==> config.mk <==
export PLATFORM = sky130hd
export DESIGN_NAME = progDutyDivider
export DESIGN_NICKNAME = d
export VERILOG_FILES = /design/src/rtl/clkdiv_pkg.sv /design/src/rtl/divCtrl.sv /design/src/rtl/divPath.sv /design/src/rtl/progDutyDivider.sv
export SDC_FILE = /design/constraint.sdc
export NUM_CORES = 1
export LEC_CHECK = 0
export BUFFER_PORTS_ARGS = -buffer_cell sky130_fd_sc_hd__buf_2
export CAP_MARGIN = 25
export CORE_MARGIN = 5
export CORE_UTILIZATION = 50
export CTS_BUF_LIST = sky130_fd_sc_hd__clkbuf_8
export CTS_CLUSTER_SIZE = 12
export DETAILED_ROUTE_END_ITERATION = 7
export GPL_ROUTABILITY_DRIVEN = 0
export GPL_TIMING_DRIVEN = 0
export MAX_ROUTING_LAYER = met4
export PLACE_DENSITY = 0.73
export SYNTH_ARGS = -nofsm -noshare
export SYNTH_HDL_FRONTEND = slang
export SYNTH_SLANG_ARGS = --single-unit
==> constraint.sdc <==
create_clock -name clk -period 2.02 [get_ports clk]
set_clock_uncertainty 0.1 [all_clocks]
set_input_delay 0.303 -clock clk [delete_from_list [all_inputs] [get_ports clk]]
set_output_delay 0.303 -clock clk [all_outputs]
set_load 0.005 [all_outputs]
==> src/rtl/clkdiv_pkg.sv <==
package clkdiv_pkg;

  // Per-edge action chosen by the control and applied by the datapath
  typedef struct packed {
    logic rise;   // start a high phase, apply pending counts
    logic fall;   // start a low phase
    logic dec;    // count down inside the current phase
  } divStrobe_t;

endpackage

==> src/rtl/divCtrl.sv <==
module divCtrl
  import clkdiv_pkg::*;
(
  input  logic       clk,
  input  logic       rstN,
  input  logic       enable,
  input  logic       cascadeSel,
  input  logic       cascadeIn,
  input  logic       level,
  input  logic       remIsOne,
  input  logic       remIsZero,
  output divStrobe_t strobe
);

  logic cascPrev;
  logic cascEdge;
  logic advance;
  logic phaseDone;

  // Previous cascade level, sampled on every edge
  always_ff @(posedge clk or negedge rstN) begin
    if (!rstN) cascPrev <= 1'b0;
    else       cascPrev <= cascadeIn;
  end

  assign cascEdge  = cascadeIn & ~cascPrev;
  assign advance   = enable & (cascadeSel ? cascEdge : 1'b1);
  assign phaseDone = remIsOne | remIsZero;

  always_comb begin
    strobe.rise = advance & ~level & phaseDone;
    strobe.fall = advance &  level & remIsOne;
    strobe.dec  = advance & ~strobe.rise & ~strobe.fall;
  end

endmodule

==> src/rtl/divPath.sv <==
module divPath
  import clkdiv_pkg::*;
#(
  parameter int CNT_W = 8
) (
  input  logic             clk,
  input  logic             rstN,
  input  logic             load,
  input  logic [CNT_W-1:0] highCode,
  input  logic [CNT_W-1:0] lowCode,
  input  divStrobe_t       strobe,
  output logic             level,
  output logic             remIsOne,
  output logic             remIsZero,
  output logic [CNT_W-1:0] activeHigh,
  output logic [CNT_W-1:0] activeLow
);

  localparam int REM_W = CNT_W + 1;
  localparam logic [CNT_W-1:0] CODE_ONE = CNT_W'(1);

  logic [CNT_W-1:0] pendHigh;
  logic [CNT_W-1:0] pendLow;
  logic [REM_W-1:0] remaining;

  // Code 0 stands for the full range 2^CNT_W
  function automatic logic [REM_W-1:0] expand(input logic [CNT_W-1:0] code);
    expand = {(code == '0), code};
  endfunction

  always_ff @(posedge clk or negedge rstN) begin
    if (!rstN) begin
      pendHigh <= CODE_ONE;
      pendLow  <= CODE_ONE;
    end else if (load) begin
      pendHigh <= highCode;
      pendLow  <= lowCode;
    end
  end

  always_ff @(posedge clk or negedge rstN) begin
    if (!rstN) begin
      activeHigh <= CODE_ONE;
      activeLow  <= CODE_ONE;
      remaining  <= '0;
      level      <= 1'b0;
    end else begin
      if (strobe.rise) begin
        activeHigh <= pendHigh;
        activeLow  <= pendLow;
        remaining  <= expand(pendHigh);
        level      <= 1'b1;
      end else if (strobe.fall) begin
        remaining  <= expand(activeLow);
        level      <= 1'b0;
      end else if (strobe.dec) begin
        remaining  <= remaining - REM_W'(1);
      end
    end
  end

  assign remIsOne  = (remaining == REM_W'(1));
  assign remIsZero = (remaining == '0);

endmodule

==> src/rtl/progDutyDivider.sv <==
module progDutyDivider
  import clkdiv_pkg::*;
#(
  parameter int CNT_W = 8
) (
  input  logic             clk,
  input  logic             rstN,
  input  logic             enable,
  input  logic             load,
  input  logic [CNT_W-1:0] highCount,
  input  logic [CNT_W-1:0] lowCount,
  input  logic             bypass,
  input  logic             cascadeSel,
  input  logic             cascadeIn,
  output logic             clkOut
);

  divStrobe_t       strobe;
  logic             divLevel;
  logic             remIsOne;
  logic             remIsZero;
  logic [CNT_W-1:0] activeHigh;
  logic [CNT_W-1:0] activeLow;

  divCtrl u_ctrl (
    .clk        (clk),
    .rstN       (rstN),
    .enable     (enable),
    .cascadeSel (cascadeSel),
    .cascadeIn  (cascadeIn),
    .level      (divLevel),
    .remIsOne   (remIsOne),
    .remIsZero  (remIsZero),
    .strobe     (strobe)
  );

  divPath #(.CNT_W(CNT_W)) u_path (
    .clk        (clk),
    .rstN       (rstN),
    .load       (load),
    .highCode   (highCount),
    .lowCode    (lowCount),
    .strobe     (strobe),
    .level      (divLevel),
    .remIsOne   (remIsOne),
    .remIsZero  (remIsZero),
    .activeHigh (activeHigh),
    .activeLow  (activeLow)
  );

  assign clkOut = bypass ? clk : divLevel;

endmodule

==> results of run 1 <==
sequential cells by signal (all words and copies together), names as in the netlist:
name and cells:
u_path.level 1, u_path.remaining 9, u_path.activeLow 8, u_ctrl.cascPrev 1, u_path.pendLow 8, u_path.pendHigh 8
path summary, 6_finish.rpt:
kind | slack (ps) | cells past startpoint | endpoint | from
worst min-delay path | 40 | 2 | u_path.pendLow[6]$_DFFE_PN0P_ | lowCount[6]
max in group asynchronous | 880 | 2 | u_path.pendLow[2]$_DFFE_PN0P_ | rstN
worst max register to register | -9 | 5 | u_path.remaining[0]$_DFFE_PN0P_ | u_path.remaining[5]$_DFFE_PN0P_
worst min register to register | 410 | 1 | u_path.activeLow[1]$_DFFE_PN0P_ | u_path.pendLow[1]$_DFFE_PN0P_
worst max-delay path | -9 | 5 | u_path.remaining[0]$_DFFE_PN0P_ | u_path.remaining[5]$_DFFE_PN0P_
min in group asynchronous | 440 | 2 | u_ctrl.cascPrev$_DFF_PN0_ | rstN
final cells by class:
cell class                      instances  area share
Buffer                                  4     0.00728
Clock buffer                           10      0.0605
Clock inverter                          2     0.00392
Inverter                                5     0.00840
Multi-Input combinational cell        105       0.409
Sequential cell                        35       0.394
Tap cell                               46      0.0258
Timing Repair Buffer                   31      0.0918
layer usage:
| metal | GRT usage | part of all wire | vias up |
|---|---|---|---|
| met5 | - | 0 | - |
| met4 | 0.115 | 0.038 | 0 |
| met3 | 0.0843 | 0.062 | 14 |
| met2 | 0.292 | 0.48 | 40 |
| met1 | 0.225 | 0.42 | 676 |
| li1 | - | - | 632 |
cell usage in the layout (no fill, tap or decap), types with 3 or more instances in the layout:
cell type	count
dfstp_2	3
dfrtp_1	32
buf_4	5
clkbuf_8	9
nand2_1	10
mux2_2	24
mux2i_1	7
nor4_1	3
nor2_1	4
buf_2	21
buf_6	3
nand3_1	11
clkbuf_1	3
xor2_1	3
inv_1	6
o211ai_1	7
what timing repair did:
item                                   CTS  global route
hold buffers                             2             0
cloned                                   2             0
setup buffers                            8             0
gates resized for setup                  8             8
endpoints found under the hold margin   33             0
pin swaps                                3             4
setup endpoints to repair               19            18
where the power goes:
part | total, W | switching (W) | leakage [nW] | internal (W)
Clock | 0.000731 | 0.000287 | 0.0882 | 0.000444
Combinational | 0.00109 | 0.000579 | 0.511 | 0.000507
Sequential | 0.00110 | 0.000199 | 0.421 | 0.000902
stage by stage:
stage / cells / total power (W) / setup slack [ps]
floorplan: 147 / 0.00174 / 3.78
global placement: 215 / 0.00192 / -161
detailed placement: 215 / 0.00197 / -185
CTS: 238 / 0.00283 / -5.81
global route: 238 / 0.00312 / -43.2
finish: 238 / 0.00292 / -9.24
cells by family after synthesis:
| logic type | Yosys count |
|---|---|
| mux | 33 |
| xor+xnor | 5 |
| fa+ha+maj | 2 |
| simple gates | 43 |
| flops | 35 |
| compound gates | 20 |
| buf+inv | 9 |
==> metrics.md, run 1 <==
| Metric | Value |
|---|---|
| Placed inst area | `1920 sq um` |
| Starting density of the core | `0.519` |
| Crit path DAT | `2250 ps` |
| Largest net degree at the start of global routing | `36` |
| First-pass GRT wire length | `7110 um` |
| Final Util | `0.664` |
| CP Cell Sequence | `or4_4 > or4_4 > nand2_4 > o21ba_4 > a21oi_2` |
| Fin. Hold Viols | `0` |
| Setup tns final | `-14.3 ps` |
| #FFs+latches synth | `35` |
| Initial antenna violation count | `0` |
| Worst Tran Pin Value | `786 ps` |
| Worst path buffer plus inverter count | `0` |
| Area of the multi-input gates | `913 sq um` |
| VDD IR max | `650 uV` |
| Largest family of logic cells by synthesized area | `multiplexers` |
| Cell Area, Synth | `1740 sq um` |
| Mean Syn Cell Area | `11.9 sq um` |
| Sequential area share after synthesis | `0.504` |
| Die height | `69.1 um` |
| Top_reg_cell synth | `dfrtp_1` |
| CP endpoint kind | `register` |
| Failing checks | `negative setup slack` |
| Final setup vio count | `3` |
| Average routed wire per standard cell | `17.5 um` |
| Synth Area in Compound Gates | `0.0796` |
| Crit-path max FO | `4` |
| Area leader, netlist | `dfrtp_1` |
| Worst stage delay on the critical path | `590 ps` |
| PwrDens | `1310 nW/um^2` |
| Vias/cell | `5.72` |
| Via count | `1362` |
| Leak | `1.02 nW` |
| Syn Nets | `172` |
| Final worst path period share | `1.00` |
| Top delay family on crit path | `simple AND/OR/NAND/NOR gates` |
| TritonCTS clock tree | `built` |
| Setup ws final | `-9.24 ps` |
| DR pass1 iterations | `4` |
| Remaining antenna violation count | `0` |
| Die Wd | `69.1 um` |
| Gr usage total | `0.198` |
| Fraction of layout cells with a size suffix above 1 | `0.438` |
| FFs w/ async S/R, synth | `1.00` |
| Final Max Slew Viols | `0` |
| Startpoint types | `register` |
| Final Cell Area | `2230 sq um` |
| Unique masters post-synth | `33` |
| Achievable Freq | `0.493 GHz` |
| Xor/xnor cell area share of the yosys netlist | `0.0251` |
| # rows | `21` |
| Drc violations | `0` |
| Reg area | `880 sq um` |
| RSZ-0062 raised after global routing | `yes` |
| Simple-Gate Fraction of Synth Area | `0.149` |
| Io pins | `24` |
| Area share of fa/ha/maj cells after synthesis | `0.0143` |
| Global route total overflow | `0` |
| Post-Route WL | `4170 um` |
| Top cells by count, synth | `dfrtp_1 (32), mux2_2 (26), nand3_1 (11), nand2_1 (10)` |
| Critical path start-end classification | `register to register` |
| Core Region | `3360 sq um` |
| Area share of the largest cell type after synthesis | `0.459` |
| Max_slew headroom | `0.476` |
| Filler cells | `271` |
| Vias in the first global route | `1462` |
| Total die area | `4770 sq um` |
| Critical Path RT | `2240 ps` |
| Fin Hold WS | `39.3 ps` |
| Final nets | `216` |
| Mux share of post-synthesis cell area | `0.208` |
| Port Buffers | `22` |
| Worst Hold Class | `input port to register` |
| YS warnings | `0` |
| Synth Instances | `147` |
| Crit-path slowest cell | `or4_4` |
| Top cells by area, synth | `dfrtp_1 (46%), mux2_2 (17%), dfstp_2 (4.5%)` |
| # diodes | `0` |
| Tmin final | `2030 ps` |
| Drt initial violations | `117` |
| Area grow syn2layout | `28.1%` |
| Clk slew on worst S/H paths | `70 ps` |
| Most common cell on crit path | `or4_4` |
| Outcome | `finished, violations left` |
| DP Wirelength | `2630 um` |
| Top-count cell post-synth | `dfrtp_1` |
| # Max-Cap Violations | `0` |
| Skew-Pair Late Insertion Delay | `390 ps` |
| EDFF count, synth | `0` |
(Power assumes the default switching activity.)
==> run 2: changes to the inputs <==
--- a/config.mk
+++ b/config.mk
@@ -9,7 +9,7 @@
 export CAP_MARGIN = 25
 export CORE_MARGIN = 5
 export CORE_UTILIZATION = 50
-export CTS_BUF_LIST = sky130_fd_sc_hd__clkbuf_8
+export CTS_BUF_LIST = sky130_fd_sc_hd__clkbuf_16
 export CTS_CLUSTER_SIZE = 12
 export DETAILED_ROUTE_END_ITERATION = 7
 export GPL_ROUTABILITY_DRIVEN = 0
==> run 2 against run 1 <==
The run still ends with negative setup slack left. Non-clock buffer count fell by 1. Register-to-register slack barely moved. Worst hold slack got worse by 1.1 ps. Power rose by 7.7%. Critical path type unchanged. Highest routed layer unchanged.
==> metrics.md, run 2 (synthesized netlist as in run 1, its figures left out) <==
| Metric | Value |
|---|---|
| Part of the power in registers | `0.351 (-0.026)` |
| Via count | `1376 (+1.0%)` |
| Achievable Freq | `0.492 GHz (about the same)` |
| Fin. Hold Viols | `0 (unchanged)` |
| Average routed wire per standard cell | `17.4 um (-0.47%)` |
| WL met2 | `1990 um (-0.40%)` |
| Gr usage total | `0.200 (+0.00120)` |
| Initial antenna violation count | `0 (unchanged)` |
| Startpoint types | `register` |
| First-pass GRT wire length | `7120 um (about the same)` |
| Final setup vio count | `2 (-1)` |
| Clk slew on worst S/H paths | `50 ps (-20 ps)` |
| Fraction of layout cells with a size suffix above 1 | `0.423 (-0.0142)` |
| Critical path start-end classification | `register to register` |
| Crit-path max FO | `4 (unchanged)` |
| Top reg by flops | `u_path.remaining` |
| Switch share | `0.344 (-0.0207)` |
| Vias/cell | `5.86 (+2.3%)` |
| Max FFs per register | `9 (unchanged)` |
| Post-Route WL | `4100 um (-1.7%)` |
| Final Max Slew Viols | `0 (unchanged)` |
| Total die area | `4770 sq um (unchanged)` |
| Filler cells | `271 (unchanged)` |
| Critical Path RT | `2240 ps (about the same)` |
| PwrDens | `1390 nW/um^2 (+6.3%)` |
| Combinational power share | `0.341 (-0.031)` |
| DR pass1 iterations | `4 (unchanged)` |
| Leak | `1.02 nW (+0.37%)` |
| Worst Hold Class | `input port to register` |
| DP Wirelength | `2630 um (unchanged)` |
| Max_slew headroom | `0.495 (+0.0191)` |
| Final worst path period share | `1.01 (about the same)` |
| TritonCTS clock tree | `built` |
| WL met1 | `1690 um (-3.9%)` |
| WL met3 | `255 um (-0.78%)` |
| Failing checks | `negative setup slack` |
| Vias in the first global route | `1452 (-0.68%)` |
| Psw | `0.00108 W (+1.6%)` |
| Final Util | `0.673 (+0.00893)` |
| Core Region | `3360 sq um (unchanged)` |
| VDD IR max | `719 uV (+11%)` |
| Port Buffers | `22 (unchanged)` |
| Area grow syn2layout | `29.8%` |
| Outcome | `finished, violations left` |
| Remaining antenna violation count | `0 (unchanged)` |
| Tmin final | `2030 ps (+1.85 ps)` |
| Int Power | `0.00206 W (+11%)` |
| Uppermost layer routed | `met4` |
| Global route total overflow | `0 (unchanged)` |
| Commonest cells after routing, fill and taps aside | `dfrtp_1 (32), mux2_2 (24), buf_2 (21)` |
| Placement Setup Slack | `-185 ps (unchanged)` |
| CP endpoint kind | `register` |
| Io pins | `24 (unchanged)` |
| Die height | `69.1 um (unchanged)` |
| Clock share of power | `0.308 (+0.057)` |
| # Max-Cap Violations | `0 (unchanged)` |
| Starting density of the core | `0.519 (unchanged)` |
| Drt initial violations | `136 (+16%)` |
| Commonest non-fill, non-tap cell in the layout | `dfrtp_1` |
| Die Wd | `69.1 um (unchanged)` |
| Largest net degree at the start of global routing | `36 (unchanged)` |
| Skew-Pair Late Insertion Delay | `390 ps (about the same)` |
| Crit path DAT | `2250 ps (about the same)` |
| RSZ-0062 raised after global routing | `yes` |
| Drc violations | `0 (unchanged)` |
| # diodes | `0 (unchanged)` |
| Setup ws final | `-11.1 ps (-1.85 ps)` |
| Worst Tran Pin Value | `758 ps (-28.7 ps)` |
| # rows | `21 (unchanged)` |
| Final nets | `213 (-1.4%)` |
==> run 2: changes by cell type in the layout (fill, tap and decap cells not counted), sizes merged <==
cell / change
clkinv: +1
buf: -1
clkbuf: -2
nand2: -1
==> run 2: critical path: stages (launching register included) <==
cell,delay (ps)
dfrtp_1,390
or4_4,600
or4_4,480
nand2_4,110
o21ba_2,170
a21oi_2,120
==> run 2: final cells by class <==
cell class                 instances  area, sq um  area share
buffer                             4         16.3     0.00718
multi-input combinational        104          896       0.396
tap                               46         57.6      0.0254
sequential                        35          880       0.388
clock buffer                       8          186      0.0823
timing repair buffer              30          198      0.0873
clock inverter                     3         12.5     0.00552
inverter                           5         18.8     0.00829
==> run 2: timing repair <==
item                                    in CTS  in global routing
hold buffers                                 2                  0
endpoints found under the setup margin      19                 17
pin swaps                                    3                  4
endpoints found under the hold margin       33                  0
gates cloned                                 1                  0
buffers inserted                             7                  0
resized for setup                            4                 11
==> run 2: final timing paths <==
path                                                    to  cells past startpoint                             from  slack (ps)
max                        u_path.remaining[0]$_DFFE_PN0P_                      5  u_path.remaining[5]$_DFFE_PN0P_         -10
min in group asynchronous  u_path.remaining[7]$_DFFE_PN0P_                      2                             rstN         430
min reg2reg                  u_path.pendLow[5]$_DFFE_PN0P_                      1    u_path.pendLow[5]$_DFFE_PN0P_         400
min                         u_path.pendHigh[1]$_DFFE_PN0P_                      2                     highCount[1]          40
max reg2reg                u_path.remaining[0]$_DFFE_PN0P_                      5  u_path.remaining[5]$_DFFE_PN0P_         -10
max in group asynchronous        u_ctrl.cascPrev$_DFF_PN0_                      2                             rstN         900
==> run 2: power by group through the flow <==
stage	Clock [W]	Sequential (W)	Combinational, W
finish	0.000968	0.00110	0.00107
global route	0.00103	0.00114	0.00117
CTS	0.000987	0.00109	0.000987
detailed placement	0.0000303	0.00111	0.000831
global placement	0.0000303	0.00110	0.000794
floorplan	0.0000180	0.00105	0.000669
==> run 2: through the flow <==
stage               cell area (sq um)  power, W  setup TNS (ps)  std cells  hold WS, ps
floorplan                        1750   0.00174               0        147        -92.6
global placement                 1920   0.00192           -2130        215          316
detailed placement               1920   0.00197           -2690        215          323
CTS                              2220   0.00306            -119        235         36.0
global route                     2260   0.00334            -306        235         30.9
finish                           2260   0.00314           -13.6        235         38.2
==> run 2: layer usage <==
| layer | GRT usage | vias up |
|---|---|---|
| met5 | - | - |
| met4 | 0.117 | 0 |
| li1 | - | 624 |
| met1 | 0.228 | 680 |
| met2 | 0.294 | 53 |
| met3 | 0.0799 | 19 |
